## config.mk

```make
export PLATFORM = sky130hd
export DESIGN_NAME = flag_alu8
export DESIGN_NICKNAME = d
export VERILOG_FILES = /design/src/rtl/alu8_pkg.sv /design/src/rtl/alu8_arith.sv /design/src/rtl/alu8_logic.sv /design/src/rtl/alu8_flagreg.sv /design/src/rtl/flag_alu8.sv
export SDC_FILE = /design/constraint.sdc
export NUM_CORES = 1
export LEC_CHECK = 0
export BUFFER_PORTS_ARGS = -buffer_cell sky130_fd_sc_hd__buf_2
export CAP_MARGIN = 10
export CORE_MARGIN = 4
export CORE_UTILIZATION = 40
export CTS_CLUSTER_DIAMETER = 60
export DETAILED_ROUTE_END_ITERATION = 12
export PLACE_DENSITY = 0.64
export SYNTH_ARGS = -nofsm -noshare
export SYNTH_HDL_FRONTEND = slang
export SYNTH_SLANG_ARGS = --single-unit
```

## constraint.sdc

```tcl
create_clock -name clk -period 4.5 [get_ports clk]
set_clock_uncertainty 0.2 [all_clocks]
set_input_delay 0.675 -clock clk [delete_from_list [all_inputs] [get_ports clk]]
set_output_delay 0.675 -clock clk [all_outputs]
set_load 0.02 [all_outputs]
```

## src/rtl/alu8_pkg.sv

```systemverilog
// Package: shared widths, opcode encoding and flag bit positions for the
// eight-bit flag ALU. Assumes every user imports it before use.
package alu8_pkg;
    localparam int DW = 8;
    localparam int NIB = DW / 2;
    localparam int OPW = 4;

    typedef enum logic [OPW-1:0] {
        OP_ADD = 4'd0,
        OP_ADC = 4'd1,
        OP_SUB = 4'd2,
        OP_SBB = 4'd3,
        OP_AND = 4'd4,
        OP_OR  = 4'd5,
        OP_XOR = 4'd6,
        OP_CMP = 4'd7,
        OP_CPL = 4'd8
    } alu_op_e;

    // Flag byte bit positions; a neighbour decodes these.
    localparam int FB_SIGN = 7;
    localparam int FB_ZERO = 6;
    localparam int FB_HALF = 4;
    localparam int FB_PAR  = 2;
    localparam int FB_ONE  = 1;
    localparam int FB_CY   = 0;

    localparam logic [DW-1:0] FLAGS_RESET = 8'h02;

    // Pack five flag bits into the byte layout with fixed padding.
    function automatic logic [DW-1:0] pack_flags(
        input logic s, input logic z, input logic h,
        input logic p, input logic c);
        logic [DW-1:0] f;
        f = '0;
        f[FB_SIGN] = s;
        f[FB_ZERO] = z;
        f[FB_HALF] = h;
        f[FB_PAR]  = p;
        f[FB_ONE]  = 1'b1;
        f[FB_CY]   = c;
        return f;
    endfunction
endpackage

```

## src/rtl/alu8_arith.sv

```systemverilog
// Module: adder/subtractor core. Computes a+b+cin or a-b-cin with a
// carry (or borrow) out of the top bit and of the low nibble.
// Assumes cin is already masked to zero for plain add/subtract.
module alu8_arith #(
    parameter int W = 8
) (
    input  logic [W-1:0] a_i,
    input  logic [W-1:0] b_i,
    input  logic         cin_i,
    input  logic         sub_i,
    output logic [W-1:0] sum_o,
    output logic         cy_o,
    output logic         half_o
);
    localparam int H = W / 2;

    logic [W-1:0] b_eff;
    logic         c_eff;
    logic [W:0]   full;
    logic [H:0]   low;

    // Form the two's complement operand for subtraction.
    always_comb begin
        b_eff = sub_i ? ~b_i : b_i;
        c_eff = sub_i ? ~cin_i : cin_i;
    end

    // Full-width and low-nibble sums; borrow is the inverted carry.
    always_comb begin
        full   = {1'b0, a_i} + {1'b0, b_eff} + {{W{1'b0}}, c_eff};
        low    = {1'b0, a_i[H-1:0]} + {1'b0, b_eff[H-1:0]} + {{H{1'b0}}, c_eff};
        sum_o  = full[W-1:0];
        cy_o   = sub_i ? ~full[W] : full[W];
        half_o = sub_i ? ~low[H] : low[H];
    end
endmodule

```

## src/rtl/alu8_logic.sv

```systemverilog
// Module: bitwise unit. Produces AND, OR, XOR or complement of the
// accumulator and reports the half-carry value each logic op defines.
// Assumes sel_i uses the package opcode encoding.
module alu8_logic
    import alu8_pkg::*;
#(
    parameter int W = 8
) (
    input  logic [W-1:0]   a_i,
    input  logic [W-1:0]   b_i,
    input  logic [OPW-1:0] sel_i,
    output logic [W-1:0]   res_o,
    output logic           half_o
);
    // Select the bitwise function; unlisted codes pass a through.
    always_comb begin
        half_o = 1'b0;
        unique case (sel_i)
            OP_AND: begin
                res_o  = a_i & b_i;
                half_o = 1'b1;
            end
            OP_OR:   res_o = a_i | b_i;
            OP_XOR:  res_o = a_i ^ b_i;
            OP_CPL:  res_o = ~a_i;
            default: res_o = a_i;
        endcase
    end
endmodule

```

## src/rtl/alu8_flagreg.sv

```systemverilog
// Module: flags byte register. A pop load wins over a flag write;
// padding bits are forced on every load. Synchronous active-low reset.
module alu8_flagreg
    import alu8_pkg::*;
#(
    parameter int W = 8
) (
    input  logic         clk,
    input  logic         rst_n,
    input  logic         we_i,
    input  logic [W-1:0] wdata_i,
    input  logic         load_i,
    input  logic [W-1:0] ldata_i,
    output logic [W-1:0] flags_o
);
    logic [W-1:0] popped;

    // Re-pack a popped byte so the padding is always canonical.
    always_comb begin
        popped = pack_flags(ldata_i[FB_SIGN], ldata_i[FB_ZERO], ldata_i[FB_HALF],
                            ldata_i[FB_PAR], ldata_i[FB_CY]);
    end

    // Capture flags on reset, pop or write, otherwise hold.
    always_ff @(posedge clk) begin
        if (!rst_n)      flags_o <= FLAGS_RESET;
        else if (load_i) flags_o <= popped;
        else if (we_i)   flags_o <= wdata_i;
    end
endmodule

```

## src/rtl/flag_alu8.sv

```systemverilog
// Module: top of the eight-bit ALU. Routes the opcode to the arithmetic
// or logic unit, builds the five condition flags, and keeps them in a
// register that loads on a flag write or a status-word pop.
// Assumes op_i is stable around the clock edge when a flag write is due.
module flag_alu8
    import alu8_pkg::*;
#(
    parameter int W = DW
) (
    input  logic             clk,
    input  logic             rst_n,
    input  logic [W-1:0]     acc_i,
    input  logic [W-1:0]     opb_i,
    input  logic             carry_i,
    input  logic [OPW-1:0]   op_i,
    input  logic             flag_we_i,
    input  logic             psw_load_i,
    input  logic [2*W-1:0]   psw_i,
    output logic [W-1:0]     result_o,
    output logic             res_we_o,
    output logic [W-1:0]     flags_o,
    output logic [2*W-1:0]   psw_o
);
    logic         is_arith;
    logic         is_sub;
    logic         is_logic;
    logic         use_cin;
    logic         writes_flags;
    logic [W-1:0] ar_res;
    logic         ar_cy;
    logic         ar_half;
    logic [W-1:0] lg_res;
    logic         lg_half;
    logic         nx_cy;
    logic         nx_half;
    logic [W-1:0] nx_flags;

    // Classify the opcode.
    always_comb begin
        is_arith     = (op_i <= OP_SBB) || (op_i == OP_CMP);
        is_sub       = (op_i == OP_SUB) || (op_i == OP_SBB) || (op_i == OP_CMP);
        is_logic     = (op_i == OP_AND) || (op_i == OP_OR) || (op_i == OP_XOR);
        use_cin      = (op_i == OP_ADC) || (op_i == OP_SBB);
        writes_flags = is_arith || is_logic;
    end

    alu8_arith #(.W(W)) arith_i (
        .a_i    (acc_i),
        .b_i    (opb_i),
        .cin_i  (carry_i & use_cin),
        .sub_i  (is_sub),
        .sum_o  (ar_res),
        .cy_o   (ar_cy),
        .half_o (ar_half)
    );

    alu8_logic #(.W(W)) logic_i (
        .a_i    (acc_i),
        .b_i    (opb_i),
        .sel_i  (op_i),
        .res_o  (lg_res),
        .half_o (lg_half)
    );

    // Choose the result and the write-back strobe.
    always_comb begin
        result_o = is_arith ? ar_res : lg_res;
        res_we_o = (op_i != OP_CMP);
    end

    // Build the next flags byte from the selected result.
    always_comb begin
        nx_cy    = is_arith ? ar_cy : 1'b0;
        nx_half  = is_arith ? ar_half : lg_half;
        nx_flags = pack_flags(result_o[W-1], (result_o == '0), nx_half,
                              ~(^result_o), nx_cy);
    end

    alu8_flagreg #(.W(W)) flagreg_i (
        .clk     (clk),
        .rst_n   (rst_n),
        .we_i    (flag_we_i & writes_flags),
        .wdata_i (nx_flags),
        .load_i  (psw_load_i),
        .ldata_i (psw_i[W-1:0]),
        .flags_o (flags_o)
    );

    // Present the status word.
    always_comb psw_o = {acc_i, flags_o};
endmodule

```

==> results of run 1 <==
report_power, final:
part | total (W) | internal (W) | switching (W)
combinational | 0.000303 | 0.000129 | 0.000173
clock | 0.0000867 | 0.0000611 | 0.0000256
sequential | 0.0000508 | 0.0000484 | 0.00000241
cells by family after synthesis:
| logic type | count (synthesis) | share of synthesized area [%] |
|---|---|---|
| muxes | 10 | 5.89 |
| AOI/OAI and AO/OA | 69 | 26.2 |
| adders and majority gates | 30 | 21.6 |
| buffers and inverters | 52 | 16.5 |
| other | 2 | 0.416 |
| DFF | 5 | 5.55 |
| and+or+nand+nor | 54 | 14.6 |
| xor gates and xnor gates | 19 | 9.22 |
through the flow:
step	std cells	hold WS, ps	power [W]
CTS	334	353	0.000441
floorplan	245	415	0.000287
global placement	330	332	0.000349
detailed placement	330	347	0.000354
global route	334	406	0.000484
finish	334	352	0.000440
cells in the final DEF (no fill, tap or decap), types with 5 or more instances in the layout:
cell / netlist / routed
a21oi_1: 14 / 13
buf_2: 4 / 56
buf_4: 20 / 8
conb_1: 2 / 6
dfxtp_1: 5 / 5
ha_1: 28 / 28
inv_1: 21 / 21
mux2_2: 5 / 5
mux2i_1: 5 / 5
nand2_1: 16 / 16
nor2_1: 17 / 17
o21ai_0: 12 / 12
xnor2_1: 13 / 13
xor2_1: 6 / 6
area by class of cell:
| class | count | area share (%) |
|---|---|---|
| multi-input cells | 188 | 69.4 |
| repair buffers | 64 | 16.6 |
| flip-flops and latches | 5 | 4.87 |
| inverters | 21 | 3.84 |
| well taps | 52 | 3.17 |
| clock buffers | 4 | 2.19 |
worst max-delay path: stages:
cell and delay, ps:
buf_2 110, nand2_1 90, a21oi_1 230, nand2_2 170, xnor2_1 220, fa_1 240, inv_1 60, fa_1 400
a21o_1 210, o21ai_0 220, nand2_1 90, xor2_1 160, mux2_2 270, buf_2 160
how the worst min path moves through the flow:
stage                                    start  slack (ps)              endpoint
after global routing      flagreg_i.flags_o[2]         410  flagreg_i.flags_o[2]
final                     flagreg_i.flags_o[2]         350  flagreg_i.flags_o[2]
after detailed placement  flagreg_i.flags_o[2]         350  flagreg_i.flags_o[2]
after global placement    flagreg_i.flags_o[2]         330  flagreg_i.flags_o[2]
after floorplan           flagreg_i.flags_o[2]         420  flagreg_i.flags_o[2]
after CTS                 flagreg_i.flags_o[2]         350  flagreg_i.flags_o[2]
layer usage:
metal / global-route usage (%) / vias to the layer above / part of all wire [%]
met5: 0 / - / 0
met4: 4.47 / 0 / 1.5
met3: 0.801 / 7 / 5.3
met2: 27.4 / 44 / 47
met1: 23.3 / 802 / 46
li1: - / 907 / -
==> metrics.md, run 1 <==
| Metric | Value |
|---|---|
| Maxcap violations | `0` |
| Post_cts resized | `0` |
| Syn Area/Cell | `7.49 um^2` |
| Slew HR | `62.7%` |
| RSZ-0062 raised after global routing | `no` |
| Leading area contributor after synthesis | `ha_1` |
| Clock-pin slew on the worst setup and hold paths | `40 ps` |
| Top-area cell type share of the netlist area | `19.4%` |
| Die Wd | `75.2 um` |
| IO Port Bufs | `56` |
| Routability cong. | `0.837` |
| Max Root-Sink Buffers | `2` |
| Setup ws final | `312 ps` |
| Share of cells above drive strength 1 | `28.0%` |
| CP Class | `in2out` |
| Initial DRT Pass Iterations | `4` |
| First DRT Iteration DRCs | `60` |
| Max FFs per register | `5` |
| Worst Setup EP | `result_o[6]` |
| Initial antenna violation count | `0` |
| Total grt overflow | `0` |
| VDD IR max | `0.0892 mV` |
| Final period util | `93.1%` |
| Routed len/inst | `13.3 um` |
| Tmin final | `4190 ps` |
| Type of the tightest min-delay check | `reg2reg` |
| Mapped Cells | `241` |
| Clock sink count | `5` |
| Ant. Diodes | `0` |
| Detailed Route WL | `4440 um` |
| Max-slew violations | `0` |
| Cell area after synthesis | `1800 um^2` |
| Worst setup SP type | `primary input` |
| Max Clock Freq | `0.239 GHz` |
| Pleak | `1.09 nW` |
| Hold-fix buffers, CTS | `0` |
| Fill cell count | `447` |
| Clock root cell | `clkbuf_8` |
| PwrDens | `214 nW/um^2` |
| Boundary Pins | `74` |
| Source of the critical timing path | `op_i[1]` |
| Worst R2R Start | `flagreg_i.flags_o[7]` |
| Final hold vios | `0` |
| Register area | `100 um^2` |
| Vias per cell | `5.27` |
| CTS Buf Count | `3` |
| Clock Latency Late Sink | `230 ps` |
| Placement Cell Area | `2010 um^2` |
| Setup TNS Final | `0 ps` |
| Netlist cell types | `52` |
| Sequential fraction of the synthesis area | `5.55%` |
| Via count of the first global-routing pass | `1619` |
| Critical path peak fanout | `5` |
| Status | `complete, no violations` |
| Final setup fails | `0` |
| Crit Reg-Reg Endpoint | `flagreg_i.flags_o[7]` |
| Count leader, synth | `ha_1` |
| Warnings, synthesis | `0` |
| First-pass GRT wire length | `7410 um` |
| Gr usage total | `16.5%` |
| Design Area, Final | `2050 um^2` |
| Via count | `1760` |
| Chip Height | `75.2 um` |
| EDFF count, synth | `0` |
| Pre-CTS WS | `202 ps` |
| Initial Util | `41.4%` |
| Critical Path End Type | `primary output` |
| R2r setup slk | `3400 ps` |
| FP Rows | `24` |
| Largest net degree at the start of global routing | `25` |
| Largest Register | `flagreg_i.flags_o` |
| Seq cells post-synth | `5` |
| Biggest regs | `flagreg_i.flags_o x5` |
| Tightest Pin Transition | `558 ps` |
| Core ar. | `4350 um^2` |
| WP data required | `3620 ps` |
| Largest cells by area after synthesis | `ha_1 (19%), buf_4 (8.3%), xnor2_1 (6.3%)` |
| R2R depth | `3` |
| Final core occ | `47.2%` |
| Detail Placement HPWL | `3620 um` |
| Top FF cell, synth | `dfxtp_1` |
| Die ar. | `5650 um^2` |
| Critical Path AT | `3310 ps` |
| Synthesis-to-finish area growth | `13.9%` |
| Hold Path Depth | `2` |
| Multi-input gate area | `1430 um^2` |
| Residual DRC count | `0` |
| Post-synth top cells | `ha_1 (28), inv_1 (21), buf_4 (20)` |
| CTS tree | `built` |
| Number of setup buffers added after CTS | `0` |
| Detail Route Antenna Nets | `0` |
| H-tree depth | `1` |
| Net count, final | `354` |
| Share of flip-flops with an asynchronous set or reset | `0%` |
No activity file was read; power rests on OpenSTA's default activity.
==> run 2: changes to the inputs <==
Settings changed: CORE_UTILIZATION 40 to 35, PLACE_DENSITY 0.64 to 0.57.
Clock period 4.5 ns to 5.01 ns, I/O delays scaled along.
==> run 2 against run 1 <==
Effect of this change:
- combinational power is 12% lower
- flip-flop and latch count stayed put
- non-clock buffer count is 4 lower
- critical path type unchanged
- die area is 13% higher
- largest power group unchanged
- register-to-register slack better by 500 ps
==> metrics.md, run 2 (synthesis results as in run 1) <==
| Metric | Value |
|---|---|
| Max Root-Sink Buffers | `2` |
| WP data required | `4060 ps` |
| Max Clock Freq | `0.218 GHz` |
| Worst setup SP type | `primary input` |
| Crit-path cells | `buf_2 > nand2_1 > a21oi_1 > nand2_2 > xnor2_1 > fa_1 > inv_1 > fa_1 > a21o_1 > o21ai_0 > nand2_1 > xor2_1 > mux2_2 > buf_2` |
| Vias per cell | `4.95` |
| Worst path depth | `14` |
| FP Rows | `25` |
| CP bufs+invs | `3` |
| Tightest Pin Transition | `544 ps` |
| Source of the critical timing path | `op_i[1]` |
| Net count, final | `350` |
| Fin cells | `345` |
| Detail Placement HPWL | `3650 um` |
| Critical Path AT | `3640 ps` |
| RSZ-0062 raised after global routing | `no` |
| Final hold vios | `0` |
| Tmin final | `4590 ps` |
| CP Class | `in2out` |
| Synthesis-to-finish area growth | `13.0%` |
| PwrDens | `190 nW/um^2` |
| Die Wd | `79.8 um` |
| Worst Setup EP | `result_o[6]` |
| Residual DRC count | `0` |
| Multi-input gate area | `1420 um^2` |
| Initial DRT Pass Iterations | `4` |
| Internal power | `0.000212 W` |
| Chip Height | `79.8 um` |
| First-pass GRT wire length | `7070 um` |
| Clock root cell | `clkbuf_8` |
| Largest Register | `flagreg_i.flags_o` |
| Critical path peak fanout | `10` |
| Ant. Diodes | `0` |
| Status | `complete, no violations` |
| First DRT Iteration DRCs | `55` |
| Die ar. | `6370 um^2` |
| Maxcap violations | `0` |
| Max FFs per register | `5` |
| Worst R2R Start | `flagreg_i.flags_o[7]` |
| Via count | `1707` |
| Post-placement cell count | `341` |
| VDD IR max | `0.0826 mV` |
| R2R depth | `3` |
| Final setup fails | `0` |
| Boundary Pins | `74` |
| Psw | `0.000176 W` |
| Detailed Route WL | `4440 um` |
| Detail Route Antenna Nets | `0` |
| Gr usage total | `13.6%` |
| Max-slew violations | `0` |
| Core ar. | `4850 um^2` |
| Logic gate share of total power | `69.0%` |
| Most common cell after layout, fill and taps aside | `buf_2` |
| Hold-fix buffers, CTS | `0` |
| Clk pwr share | `19.2%` |
| Biggest regs | `flagreg_i.flags_o x5` |
| Initial Util | `37.2%` |
| Pleak | `1.07 nW` |
| Largest net degree at the start of global routing | `25` |
| Total grt overflow | `0` |
| Commonest non-fill, non-tap cells in the layout | `buf_2 (56), ha_1 (28), inv_1 (21)` |
| CP max-delay cell | `fa_1` |
| Clock-pin slew on the worst setup and hold paths | `30 ps` |
| Post_cts resized | `0` |
| Clock Latency Late Sink | `220 ps` |
| IO Port Bufs | `56` |
| Sw frac | `45.4%` |
| Via count of the first global-routing pass | `1549` |
| Register share of total power | `11.8%` |
| Clock sink count | `5` |
| Slew HR | `63.7%` |
| Final Power | `0.000388 W` |
| CTS tree | `built` |
| Type of the tightest min-delay check | `reg2reg` |
| Crit Reg-Reg Endpoint | `flagreg_i.flags_o[7]` |
| Initial antenna violation count | `0` |
| Routability cong. | `0.821` |
| Fill cell count | `528` |
| Critical Path End Type | `primary output` |
| H-tree depth | `1` |
| Final period util | `91.6%` |
| R2r setup slk | `3900 ps` |
| Share of cells above drive strength 1 | `26.6%` |
| Slowest stage delay, CP | `390 ps` |
| Register area | `100 um^2` |
| Number of setup buffers added after CTS | `0` |
| Delay-heaviest family, CP | `compound AO/OA/AOI/OAI gates` |
| Routed len/inst | `12.9 um` |
| Setup TNS Final | `0 ps` |
| CTS Buf Count | `3` |
run 2: layout make-up:
class,instances,share of cell area [%]
multi-input combinational,188,69.7
sequential,5,4.91
tap,67,4.11
inverter,21,3.87
timing repair buffer,60,15.2
clock buffer,4,2.21
run 2: per-layer routing:
layer	wire [um]	vias to the layer above	GRT usage [%]	share of wire [%]
met5	0	-	0	0
met4	6	0	3.04	0.14
met3	233	2	1.58	5.2
met2	2140	38	23.6	48
met1	2070	764	18.0	46
li1	-	903	-	-
run 2: worst min path at each step:
| stage | depth (start not counted) | to | from |
|---|---|---|---|
| finish | 2 | flagreg_i.flags_o[2] | flagreg_i.flags_o[2] |
| floorplan | 2 | flagreg_i.flags_o[2] | flagreg_i.flags_o[2] |
| global placement | 2 | flagreg_i.flags_o[2] | flagreg_i.flags_o[2] |
| CTS | 2 | flagreg_i.flags_o[2] | flagreg_i.flags_o[2] |
| detailed placement | 2 | flagreg_i.flags_o[2] | flagreg_i.flags_o[2] |
| global route | 2 | flagreg_i.flags_o[2] | flagreg_i.flags_o[2] |
run 2: power by group through the flow:
stage | clock network, W | registers (W) | logic, W
after floorplan | 0 | 0.0000505 | 0.000207
after global placement | 0 | 0.0000461 | 0.000267
after detailed placement | 0 | 0.0000463 | 0.000268
after CTS | 0.0000772 | 0.0000457 | 0.000270
after global routing | 0.0000793 | 0.0000462 | 0.000298
final | 0.0000746 | 0.0000456 | 0.000268
run 2: through the flow:
step | setup slack (ps) | area (um^2) | hold slack [ps] | utilization [%]
after CTS | 400 | 2040 | 340 | 42.1
after global routing | 149 | 2040 | 375 | 42.1
after floorplan | 772 | 1820 | 415 | -
final | 421 | 2040 | 339 | 42.1
after detailed placement | 392 | 1990 | 336 | 41.1
after global placement | 404 | 1990 | 334 | 41.1
run 2: worst min-delay path, delay by kind of cell (launching register included):
family / cells / cell delay [ps]
AO/OA/AOI/OAI: 2 / 190
flip-flops: 1 / 310
